<file path="src/rtl/xpg_pkg.sv">
package xpg_pkg;
  localparam int OP_W   = 8;
  localparam int SEL_W  = 3;
  localparam int PAIR_W = 2;
  localparam int QUAL_W = 2;
  localparam int MODE_W = 2;
  localparam int CLS_W  = 4;

  typedef enum logic [CLS_W-1:0] {
    CL_NOP   = 4'd0,
    CL_PIN   = 4'd1,
    CL_POUT  = 4'd2,
    CL_ARI16 = 4'd3,
    CL_LD16  = 4'd4,
    CL_NEG   = 4'd5,
    CL_RET   = 4'd6,
    CL_SETIM = 4'd7,
    CL_IRX   = 4'd8,
    CL_DROT  = 4'd9
  } op_class_e;
endpackage

</file>
<file path="src/rtl/xpg_rst_sync.sv">
module xpg_rst_sync #(
  parameter int STAGES = 2
) (
  input  logic clk,
  input  logic rst_n,
  output logic rst_sync_n
);
  logic [STAGES-1:0] sh_q;
  logic [STAGES-1:0] sh_d;

  generate
    if (STAGES == 1) begin : g_one
      assign sh_d = 1'b1;
    end else begin : g_many
      assign sh_d = {sh_q[STAGES-2:0], 1'b1};
    end
  endgenerate

  always_ff @(posedge clk or negedge rst_n) begin
    if (!rst_n) sh_q <= '0;
    else        sh_q <= sh_d;
  end

  assign rst_sync_n = sh_q[STAGES-1];
endmodule

</file>
<file path="src/rtl/xpg_opdec.sv">
module xpg_opdec
  import xpg_pkg::*;
(
  input  logic              valid,
  input  logic [OP_W-1:0]   opb,
  output op_class_e         cls,
  output logic [SEL_W-1:0]  rsel,
  output logic [PAIR_W-1:0] psel,
  output logic [QUAL_W-1:0] qual,
  output logic [MODE_W-1:0] im_val
);
  logic       in_page;
  logic [2:0] low3;
  logic [2:0] mid3;

  assign in_page = valid && (opb[7:6] == 2'b01);
  assign low3    = opb[2:0];
  assign mid3    = opb[5:3];

  always_comb begin
    cls    = CL_NOP;
    rsel   = '0;
    psel   = '0;
    qual   = '0;
    im_val = '0;
    if (in_page) begin
      unique case (low3)
        3'd0: begin
          cls  = CL_PIN;
          rsel = mid3;
          qual = {1'b0, mid3 == 3'd6};
        end
        3'd1: begin
          cls  = CL_POUT;
          rsel = mid3;
          qual = {1'b0, mid3 == 3'd6};
        end
        3'd2: begin
          cls  = CL_ARI16;
          psel = mid3[2:1];
          qual = {1'b0, ~mid3[0]};
        end
        3'd3: begin
          cls  = CL_LD16;
          psel = mid3[2:1];
          qual = {1'b0, mid3[0]};
        end
        3'd4: cls = CL_NEG;
        3'd5: cls = CL_RET;
        3'd6: begin
          cls    = CL_SETIM;
          im_val = mid3[1] ? (mid3[0] ? 2'd2 : 2'd1) : 2'd0;
        end
        3'd7: begin
          if (!mid3[2]) begin
            cls  = CL_IRX;
            qual = mid3[1:0];
          end else if (!mid3[1]) begin
            cls  = CL_DROT;
            qual = {1'b0, mid3[0]};
          end
        end
        default: cls = CL_NOP;
      endcase
    end
  end
endmodule

</file>
<file path="src/rtl/xpg_iff_ctrl.sv">
module xpg_iff_ctrl (
  input  logic clk,
  input  logic rst_n,
  input  logic ret_go,
  input  logic ei,
  input  logic di,
  input  logic nmi,
  output logic iff1_q,
  output logic iff2_q
);
  logic iff1_d;
  logic iff2_d;

  always_comb begin
    iff1_d = iff1_q;
    iff2_d = iff2_q;
    if (di) begin
      iff1_d = 1'b0;
      iff2_d = 1'b0;
    end else if (ei) begin
      iff1_d = 1'b1;
      iff2_d = 1'b1;
    end else if (ret_go) begin
      iff1_d = iff2_q;
    end
    if (nmi) iff1_d = 1'b0;
  end

  always_ff @(posedge clk or negedge rst_n) begin
    if (!rst_n) begin
      iff1_q <= 1'b0;
      iff2_q <= 1'b0;
    end else begin
      iff1_q <= iff1_d;
      iff2_q <= iff2_d;
    end
  end

  // a return restores flop 1 from flop 2 and keeps flop 2
  a_r3_ret_copy: assert property (@(posedge clk) disable iff (!rst_n)
    (ret_go && !ei && !di && !nmi) |=> (iff1_q == $past(iff2_q)) && $stable(iff2_q));
  // non-maskable acceptance clears flop 1 only
  a_r11_nmi_clear: assert property (@(posedge clk) disable iff (!rst_n)
    (nmi && !ei && !di) |=> !iff1_q && $stable(iff2_q));
  // disable wins over enable
  a_r11_di_clear: assert property (@(posedge clk) disable iff (!rst_n)
    di |=> !iff1_q && !iff2_q);
  a_r11_ei_set: assert property (@(posedge clk) disable iff (!rst_n)
    (ei && !di && !nmi) |=> iff1_q && iff2_q);
endmodule

</file>
<file path="src/rtl/xpg_imode_reg.sv">
module xpg_imode_reg
  import xpg_pkg::*;
(
  input  logic              clk,
  input  logic              rst_n,
  input  logic              set_go,
  input  logic [MODE_W-1:0] set_val,
  output logic [MODE_W-1:0] mode_q
);
  logic [MODE_W-1:0] mode_d;

  always_comb begin
    mode_d = mode_q;
    if (set_go) mode_d = set_val;
  end

  always_ff @(posedge clk or negedge rst_n) begin
    if (!rst_n) mode_q <= '0;
    else        mode_q <= mode_d;
  end

  // mode 3 is never reached
  a_r4_mode_legal: assert property (@(posedge clk) disable iff (!rst_n)
    mode_q != 2'd3);
  // mode holds without a mode-set code
  a_r4_mode_hold: assert property (@(posedge clk) disable iff (!rst_n)
    !set_go |=> $stable(mode_q));
endmodule

</file>
<file path="src/rtl/xpg_decoder.sv">
module xpg_decoder
  import xpg_pkg::*;
#(
  parameter int RST_STAGES = 2
) (
  input  logic              clk,
  input  logic              rst_n,
  input  logic              op_valid,
  input  logic [OP_W-1:0]   op_byte,
  input  logic              ei_req,
  input  logic              di_req,
  input  logic              nmi_take,
  output logic [CLS_W-1:0]  op_class,
  output logic [SEL_W-1:0]  reg_sel,
  output logic [PAIR_W-1:0] pair_sel,
  output logic [QUAL_W-1:0] op_qual,
  output logic [MODE_W-1:0] int_mode,
  output logic              iff1,
  output logic              iff2,
  output logic              vector_fixed
);
  logic              rst_sync_n;
  op_class_e         cls;
  logic [MODE_W-1:0] im_val;
  logic              ret_go;
  logic              set_go;

  xpg_rst_sync #(.STAGES(RST_STAGES)) u_rst (
    .clk(clk), .rst_n(rst_n), .rst_sync_n(rst_sync_n)
  );

  xpg_opdec u_dec (
    .valid(op_valid), .opb(op_byte), .cls(cls), .rsel(reg_sel),
    .psel(pair_sel), .qual(op_qual), .im_val(im_val)
  );

  assign ret_go = (cls == CL_RET);
  assign set_go = (cls == CL_SETIM);

  xpg_iff_ctrl u_iff (
    .clk(clk), .rst_n(rst_sync_n), .ret_go(ret_go), .ei(ei_req),
    .di(di_req), .nmi(nmi_take), .iff1_q(iff1), .iff2_q(iff2)
  );

  xpg_imode_reg u_mode (
    .clk(clk), .rst_n(rst_sync_n), .set_go(set_go), .set_val(im_val),
    .mode_q(int_mode)
  );

  assign op_class     = cls;
  assign vector_fixed = (int_mode == 2'd1);

  // nothing decodes while no byte is presented
  a_r13_idle_nop: assert property (@(posedge clk) disable iff (!rst_sync_n)
    !op_valid |-> (op_class == 4'd0) && (reg_sel == '0) && (op_qual == '0));
  // register selects stay at zero outside their classes
  a_r14_sel_clean: assert property (@(posedge clk) disable iff (!rst_sync_n)
    (op_class != 4'd1 && op_class != 4'd2) |-> reg_sel == '0);
  // bytes outside the page leave the interrupt state alone
  a_r10_outside_quiet: assert property (@(posedge clk) disable iff (!rst_sync_n)
    (op_valid && op_byte[7:6] != 2'b01 && !ei_req && !di_req && !nmi_take)
      |=> $stable(iff1) && $stable(iff2) && $stable(int_mode));
endmodule

</file>
<file path="config.mk">
export PLATFORM = sky130hd
export DESIGN_NAME = xpg_decoder
export DESIGN_NICKNAME = d
export VERILOG_FILES = /design/src/rtl/xpg_pkg.sv /design/src/rtl/xpg_rst_sync.sv /design/src/rtl/xpg_opdec.sv /design/src/rtl/xpg_iff_ctrl.sv /design/src/rtl/xpg_imode_reg.sv /design/src/rtl/xpg_decoder.sv
export SDC_FILE = /design/constraint.sdc
export NUM_CORES = 1
export LEC_CHECK = 0
export BUFFER_PORTS_ARGS = -buffer_cell sky130_fd_sc_hd__clkbuf_2
export CORE_AREA = 10 10 47 49
export CTS_CLUSTER_DIAMETER = 60
export DETAILED_ROUTE_END_ITERATION = 16
export DIE_AREA = 0 0 57 59
export HOLD_SLACK_MARGIN = 0.15
export PLACE_DENSITY = 0.81
export SLEW_MARGIN = 25
export SYNTH_ARGS = -nofsm -noshare
export SYNTH_HDL_FRONTEND = slang
export SYNTH_SLANG_ARGS = --single-unit
</file>
<file path="constraint.sdc">
create_clock -name clk -period 1.68 [get_ports clk]
set_clock_uncertainty 0.2 [all_clocks]
set_input_delay 0.084 -clock clk [delete_from_list [all_inputs] [get_ports clk]]
set_output_delay 0.084 -clock clk [all_outputs]
set_load 0.005 [all_outputs]
</file>
After elaboration in Yosys (flattened, before gate mapping). Cells that the tools add are included. W data, S select, Z words.

Bits in registers: 6. Input port bits: 14. Output and inout bits: 16. Word-level logic and storage cells: 45.

Equal/unequal tests: 12. Mux-type cells: 22. Bitwise logic cells: 1. Reductions and logical operators: 6.

Operators with widths (number): $pmux W4 S8 (1); $mux W2 (8); $eq A3 B3 Y1 const B (5); $mux W4 (3); $eq A4 B3 Y1 const B (2); $pmux W2 S4 (1); $mux W1 (7); $eq A3 B2 Y1 const B (2); $mux W3 (2); $eq A2 B1 Y1 const B (2); $reduce_bool A4 Y1 (1); $reduce_or A2 Y1 (2); $eq A3 B1 Y1 const B (1); $logic_not A3 Y1 (1); $reduce_bool A2 Y1 (1); $logic_and A1 B1 Y1 (1); $not A1 Y1 (1).

Depth between registers and ports, before layout. Gate-level depths: netlist of run 1.

Depth after elaboration: 9. Depth in mapped cells: 6. Depth with buffers taken out: 6.

Modules after synthesis. A second synthesis of run 1 with hierarchy kept.

Cell total of the unflattened synthesis: 48. Area, all modules: 440.4 µm².

By module, submodules not included: xpg_opdec (instances 1, cells each 31, area each 200.2 µm², seq. area each 0.0 µm²); xpg_iff_ctrl (instances 1, cells each 7, area each 83.8 µm², seq. area each 50.0 µm²); xpg_imode_reg (instances 1, cells each 4, area each 72.6 µm², seq. area each 50.0 µm²); xpg_rst_sync (instances 1, cells each 3, area each 53.8 µm², seq. area each 50.0 µm²); xpg_decoder (instances 1, cells each 3, area each 30.0 µm², seq. area each 0.0 µm²).

Least setup slack after synthesis of run 1. No wires, ideal clock.

Kind: in2reg. Start point: in op_byte[0]. End point: reg u_mode.mode_q[0]. Library setup time: 125 ps. Arrival time: 1477 ps. Required time: 1355 ps. Path slack: -122 ps. Stages on the path: 6. Path buffers: 0. Cell sequence: inv_1 > ha_1 > or4b_1 > o21ai_0 > nand3b_1 > mux2_2.

Cells in the longest elaborated chain, start to end: 4. Elaborated cells between the ends (all ways): 13. Classes of those cells: 8 x eq/ne; 4 x mux; 1 x reduce/logical.

Ends and longest elaborated chain: from (decl) (RTL line xpg_decoder.sv:9) `input logic [OP_W-1:0] op_byte,`; $eq A3 B3 Y1, or another cell as far along (RTL line xpg_opdec.sv:27) `unique case (low3)`; $pmux W4 S8 (RTL line xpg_opdec.sv:27); $mux W4 (RTL line xpg_opdec.sv:26) `if (in_page) begin`; $eq A4 B3 Y1 (RTL line xpg_decoder.sv:38) `assign set_go = (cls == CL_SETIM);`; to (signal assigned) (RTL line xpg_imode_reg.sv:19) `else mode_q <= mode_d;`; to (decl) (RTL line xpg_imode_reg.sv:8) `output logic [MODE_W-1:0] mode_q`.

Parallel ways exist; a longest one is shown, timed or not. A chain may end at the register's enable or synchronous reset.

Final worst setup path of run 1. Same ends and word-level chain as after synthesis.

==> impl_results.md, run 1 <==
* Grt total ovfl at 0
* RSZ-0062 raised after global routing: false
* Leakage power at between 0.4 and 0.5 nW
* Cells after synthesis at 63
* WS Path Type: in -> reg
* WP data arrival at 1.49 ns
* Via density at slightly below 5
* Die Y-Extent at 59 µm
* Peak Freq at 0.637 GHz
* Period utilization at 93.4%
* Worst hold stages at 5
* Crit path cell chain: buf_4 > inv_2 > ha_4 > or4b_1 > o21ai_2 > nand3b_1 > mux2_4
* First-pass GRT wire length at 2750 µm
* Final GP Congestion at around 0.85
* Vias at 632
* Clock Tree Root: clkbuf_4
* Startpoint Class: input port
* GRT Resource Usage Total at around a tenth
* Iteration-0 DRC count of the detailed router at 7
* Post-synthesis sequential area ratio at between 20% and 30%
* Crit Path Max Fanout at 4
* Distinct cells, synth at 26
* Hold Slack at ~0.17 ns
* Final hold viol count at 0
* Core ar. at 0.00140 mm²
* Fin crit period at 1.57 ns
* Number of synthesized register bits at 6
* Vias in the first global route at around 650
* Site Rows at 14
* CTS clk-pin slew, worst paths at 0.05 ns
* Die Area at between 0.003 and 0.004 mm²
* Synth warn at 0
* DR WL/cell at ~13 µm
* Ys async rst share at 100%
* Crit-path slowest cell: or4b_1
* DRC at 0
* Clock Tree Buf Depth at 2
* Status: finished clean
* Boundary Pins at 30
* EDFF count, synth at 0
* Max Cap Violations at 0
* # H-tree levels at 1
* Final WL at 1700 µm
* Max Slew Vio Count at 0
* # Post-CTS Setup Buffers at 0
* Worst Path Required at around 1.6 ns
* # setup viols final at 0
* Reg area at 150 µm²
* Share of layout cells above drive strength 1 at 50.4%
* Sink Count at 6
* CP Capture Type: register
* Initial Util at 36.8%
* Largest stage delay on the critical path at 0.51 ns
* Chip Width at 57 µm
* Router iterations before antenna repair at 4
* Port bufs at 29
* Post-Syn Area at 515 µm²
* Post-layout nets at 135
* Skew-Pair Late Insertion Delay at about 0.24 ns
* Post-Route Utilization at 67.5%
* Top post-synthesis cells by area: dfrtp_1 (29%), ha_1 (9.7%), nor2_1 (6.6%), inv_1 (5.1%), nor3_1 (4.9%)
* Layout fillers at about 120
* Hold Crit Class: in -> reg
* Syn nets at 81
* Dpl hpwl at 1420 µm
* CTS tree: yes
* Pin count of the biggest net entering global routing at 9
* # diodes at 0
* Multi-input logic area at ~390 µm²
* Post-DRT Antenna Nets at 0
* Peak VDD IR at roughly 160 µV
* Ys flop type: dfrtp_1
* Synth top area share at 29.1%
* Synth area leader: dfrtp_1
* FF-to-FF path depth at 3
* Post-Syn Area per Cell at 8.18 µm²
* Initial antenna violation count at 0
* Synth-to-layout area growth at 83.5%
* Num CTS Buffers at 3
* Pwr Density at 456 mW/mm²
[power by group]
part / switching, mW / total [mW] / leakage, nW / internal, mW
logic: 0.0684 / 0.146 / 0.401 / 0.0774
clock network: 0.0523 / 0.133 / 0.0138 / 0.0808
registers: 0.00210 / 0.152 / 0.0771 / 0.150
[state kept, by name, indices dropped and copies added, names as in the netlist]
register,count
u_mode.mode_q,2
u_rst.sh_q,2
u_iff.iff2_q,1
u_iff.iff1_q,1
[metal layers]
layer / GRT usage (%) / wire length, µm / vias to the layer above / part of all wire (%)
met5: 0 / 0 / - / 0
met4: 4.03 / 6 / 0 / 0.35
met3: 5.58 / 177 / 2 / 10
met2: 16.4 / 809 / 25 / 48
met1: 10.0 / 707 / 279 / 42
li1: - / - / 326 / -
[per-stage QoR]
| step | power [mW] | setup TNS [ns] | std cells | cell area (µm²) | setup WS, ns |
|---|---|---|---|---|---|
| floorplan | 0.209 | 0 | 63 | 557 | 0.00636 |
| global placement | 0.273 | -0.630 | 119 | 805 | -0.198 |
| detailed placement | 0.276 | -0.758 | 119 | 805 | -0.240 |
| CTS | 0.430 | 0 | 131 | 917 | 0.0476 |
| global route | 0.460 | 0 | 131 | 946 | 0.0546 |
| finish | 0.431 | 0 | 131 | 946 | 0.111 |
[worst paths after layout]
kind                                   from               end  slack [ns]
setup / recovery                 op_byte[0]  u_mode.mode_q[0]        0.11
hold / removal                   op_byte[6]      u_iff.iff1_q        0.17
setup reg to reg               u_iff.iff2_q      u_iff.iff1_q        0.27
hold reg to reg            u_mode.mode_q[0]  u_mode.mode_q[0]        0.34
max in group asynchronous             rst_n     u_rst.sh_q[1]        0.66
min in group asynchronous     u_rst.sh_q[1]      u_iff.iff2_q        0.40
[cell type report]
class,count,area share [%]
timing repair buffer,50,34.9
clock buffer,3,2.38
sequential,6,15.9
inverter,7,3.04
multi-input combinational,49,41.7
tap,16,2.12
[kinds of logic after synthesis]
| logic type | count (synthesis) | share of synthesized area, % |
|---|---|---|
| muxes | 2 | 4.37 |
| other | 1 | 0.727 |
| and+or+nand+nor | 31 | 34.7 |
| buffers and inverters | 8 | 6.55 |
| adders and majority gates | 4 | 9.71 |
| DFF | 6 | 29.1 |
| AOI/OAI and AO/OA | 11 | 14.8 |
[worst max-delay path, delay by kind of cell]
kind | cells | cell delay (ns)
adders and majority gates | 1 | 0.16
muxes | 1 | 0.31
AOI/OAI and AO/OA | 1 | 0.08
and+or+nand+nor | 2 | 0.68
buffers and inverters | 2 | 0.17
[synthesized netlist by cell type (2+ instances only)]
cell	number
o21ai_0	3
nor2_1	9
mux2_2	2
dfrtp_1	6
a21oi_1	4
ha_1	4
or4b_1	2
nand3_1	2
nor3_1	5
inv_1	7
nand2_1	4
[what timing repair did]
item | CTS | global route
hold buffers | 9 | 0
hold endpoints to repair | 11 | 0
pin swaps | 0 | 2
setup endpoints to repair | 1 | 2
resized for setup | 1 | 9
[layout by cell type, fill, tap and decap left out, types with 3 or more instances in the layout]
master / count
a21oi_1: 4
buf_4: 14
dlygate4sd3_1: 9
clkbuf_2: 27
ha_4: 3
nor2_1: 9
nand2_1: 4
nor3_1: 5
clkbuf_4: 3
dfrtp_1: 6
inv_1: 5
(Power assumes the default switching activity.)
==> run 2: changes to the inputs <==
- PLACE_DENSITY: 0.81 -> 0.75
- SKIP_CTS_REPAIR_TIMING: not set -> 1
- SYNTH_HIERARCHICAL: not set -> 1
==> impl_results.md, run 2 <==
* Status: finished clean
* Pwr Density at 519 mW/mm² (+14%)
* Via density at 4.83 (+0.18%)
* Distinct cells, synth at 27 (+3.8%)
* Crit Path Max Fanout at 2 (-2)
* DR WL/cell at 12.8 µm (-1.6%)
* CTS tree: yes
* Number of synthesized register bits at 6 (unchanged)
* Top flop regs: u_mode/mode_q: 2 flops, u_rst/sh_q: 2 flops
* # diodes at 0 (unchanged)
* Syn nets at 62 (-23%)
* Cells after synthesis at 48 (-24%)
* Sink Count at 6 (unchanged)
* Initial antenna violation count at 0 (unchanged)
* EDFF count, synth at 0 (unchanged)
* Gate power share at 22.6% (-11 points)
* RSZ-0062 raised after global routing: false
* Hold Crit Class: in -> reg
* Chip Width at 57 µm (unchanged)
* Core ar. at 0.00140 mm² (unchanged)
* Final hold viol count at 0 (unchanged)
* Post-synthesis sequential area ratio at 34.1% (+5.0 points)
* Seq pwr share at 42.6% (+7.3 points)
* Router iterations before antenna repair at 4 (unchanged)
* Clock Tree Root: clkbuf_4
* Design Power at 0.359 mW (-17%)
* Post-Syn Area per Cell at 9.18 µm² (+12%)
* Most common cell in the netlist: dfrtp_1
* Worst Path Required at 1.60 ns (about the same)
* Max Cap Violations at 0 (unchanged)
* Vias at 493 (-22%)
* GRT Resource Usage Total at 7.99% (-1.9 points)
* Most common cell after layout, fill and taps aside: clkbuf_2
* CTS clk-pin slew, worst paths at 0.04 ns (about the same)
* Startpoint Class: input port
* # setup viols final at 0 (unchanged)
* Boundary Pins at 30 (unchanged)
* Post-layout nets at 102 (-24%)
* Fin crit period at 1.48 ns (-0.0879 ns)
* Synth-to-layout area growth at 57.1%
* Initial Util at 31.4% (-5.4 points)
* Period utilization at 88.2% (-5.2 points)
* Synth top area share at 34.1% (+5.0 points)
* CP Capture Type: register
* Sw frac at 24.1% (-4.4 points)
* WP data arrival at 1.40 ns (-0.09 ns)
* Die Area at 0.00336 mm² (unchanged)
* Site Rows at 14 (unchanged)
* First-pass GRT wire length at 2200 µm (-20%)
* Most frequent cells in the layout: clkbuf_2 (29), dlygate4sd3_1 (7), dfrtp_1 (6), nor2_1 (5), nor4_1 (4)
* Vias in the first global route at 493 (-25%)
* Peak Freq at 0.675 GHz (+5.9%)
* Num CTS Buffers at 3 (unchanged)
* Max Slew Vio Count at 0 (unchanged)
* Dpl hpwl at 1080 µm (-24%)
* Port bufs at 29 (unchanged)
* Clock Tree Buf Depth at 2 (unchanged)
* Leakage power at 0.353 nW (-28%)
* Final WL at 1300 µm (-23%)
* Die Y-Extent at 59 µm (unchanged)
* DRC at 0 (unchanged)
* Layout fillers at 139 (+17%)
* Skew-Pair Late Insertion Delay at 0.24 ns (about the same)
* Post-Syn Area at 440 µm² (-15%)
* Net Switching at 0.0865 mW (-30%)
* Ys async rst share at 100% (unchanged)
* Top cells by count, synth: dfrtp_1 (6), nor2_1 (5), nor4_1 (4)
* # H-tree levels at 1 (unchanged)
* Iteration-0 DRC count of the detailed router at 5 (-2)
* Synth area leader: dfrtp_1
* Ys flop type: dfrtp_1
* Peak VDD IR at 517 µV (+210%)
* Top post-synthesis cells by area: dfrtp_1 (34%), nor4_1 (5.7%), mux2_2 (5.1%), nand3b_4 (4.5%), nor2_1 (4.3%)
* P_int at 0.272 mW (-12%)
* Pin count of the biggest net entering global routing at 9 (unchanged)
* Synth warn at 6 (+6)
* Post-Route Setup TNS at 0 ns (unchanged)
* Clk pwr share at 34.8% (+3.9 points)
* Post-DRT Antenna Nets at 0 (unchanged)
* Grt total ovfl at 0 (unchanged)
* WS Path Type: in -> reg
* Share of layout cells above drive strength 1 at 46.5% (-3.9 points)
* Final GP Congestion at 0.829 (-2.0%)
run 2: cell types whose count changed in the layout (fill, tap and decap cells not counted), sizes merged, moves of 3 or more:
cell | previous run | this run
a21oi | 4 | 1
buf | 14 | 2
ha | 4 | 0
inv | 7 | 2
nor2 | 9 | 5
nor3 | 5 | 2
nor4 | 1 | 4
o21ai | 3 | 0
run 2: power groups by stage:
stage                     sequential, mW  combinational, mW  clock (mW)
final                              0.153             0.0813       0.125
after detailed placement           0.156             0.0673           0
after CTS                          0.154             0.0675       0.133
after global placement             0.156             0.0660           0
after floorplan                    0.156             0.0347           0
after global routing               0.153             0.0909       0.146
run 2: path summary, 6_finish.rpt:
kind / from / to / slack, ns / depth (start not counted)
worst max-delay path: ei_req / u_iff/iff2_q / 0.20 / 5
worst min-delay path: op_byte[3] / u_mode/mode_q[0] / 0.14 / 3
worst max register to register: u_iff/iff2_q / u_iff/iff2_q / 0.30 / 3
worst min register to register: u_rst/sh_q[0] / u_rst/sh_q[1] / 0.15 / 0
max in group asynchronous: rst_n / u_rst/sh_q[1] / 0.65 / 3
min in group asynchronous: u_rst/sh_q[1] / u_iff/iff1_q / 0.39 / 1
run 2: critical path, stage by stage:
cell and delay, ns:
dlygate4sd3_1 0.53, clkbuf_2 0.11, nor2_1 0.09, nor2_1 0.04, dlygate4sd3_1 0.54
run 2: cell families (layout without fill, tap and decap cells):
group,Yosys count,after routing,share of synthesized area (%)
flops,6,6,34.1
compound gates,4,4,6.82
xor+xnor,2,2,3.98
buf+inv,5,43,6.53
simple gates,27,27,40.3
mux,3,3,7.39
other cells,1,1,0.851
run 2: final cells by class:
type / instances / area [µm²] / area share, %
Inverter: 2 / 7.51 / 1.08
Sequential cell: 6 / 150 / 21.7
Timing Repair Buffer: 38 / 230 / 33.3
Tap cell: 16 / 20.0 / 2.89
Clock buffer: 3 / 22.5 / 3.25
Multi-Input combinational cell: 37 / 262 / 37.8
run 2: per-layer routing:
metal	up-vias	wire, µm	track usage [%]
li1	251	-	-
met2	22	637	13.2
met5	-	0	0
met3	2	170	3.86
met1	218	484	8.30
met4	0	9	4.03
run 2: through the flow:
| stage | area [µm²] | utilization, % | instances | hold slack (ns) | setup slack, ns |
|---|---|---|---|---|---|
| finish | 692 | 49.4 | 102 | 0.135 | 0.199 |
| detailed placement | 599 | 42.8 | 92 | -0.328 | 0.108 |
| CTS | 622 | 44.4 | 95 | -0.585 | 0.268 |
| global placement | 599 | 42.8 | 92 | -0.330 | 0.112 |
| global route | 692 | 49.4 | 102 | 0.155 | 0.142 |
| floorplan | 440 | - | 48 | -0.412 | 0.174 |
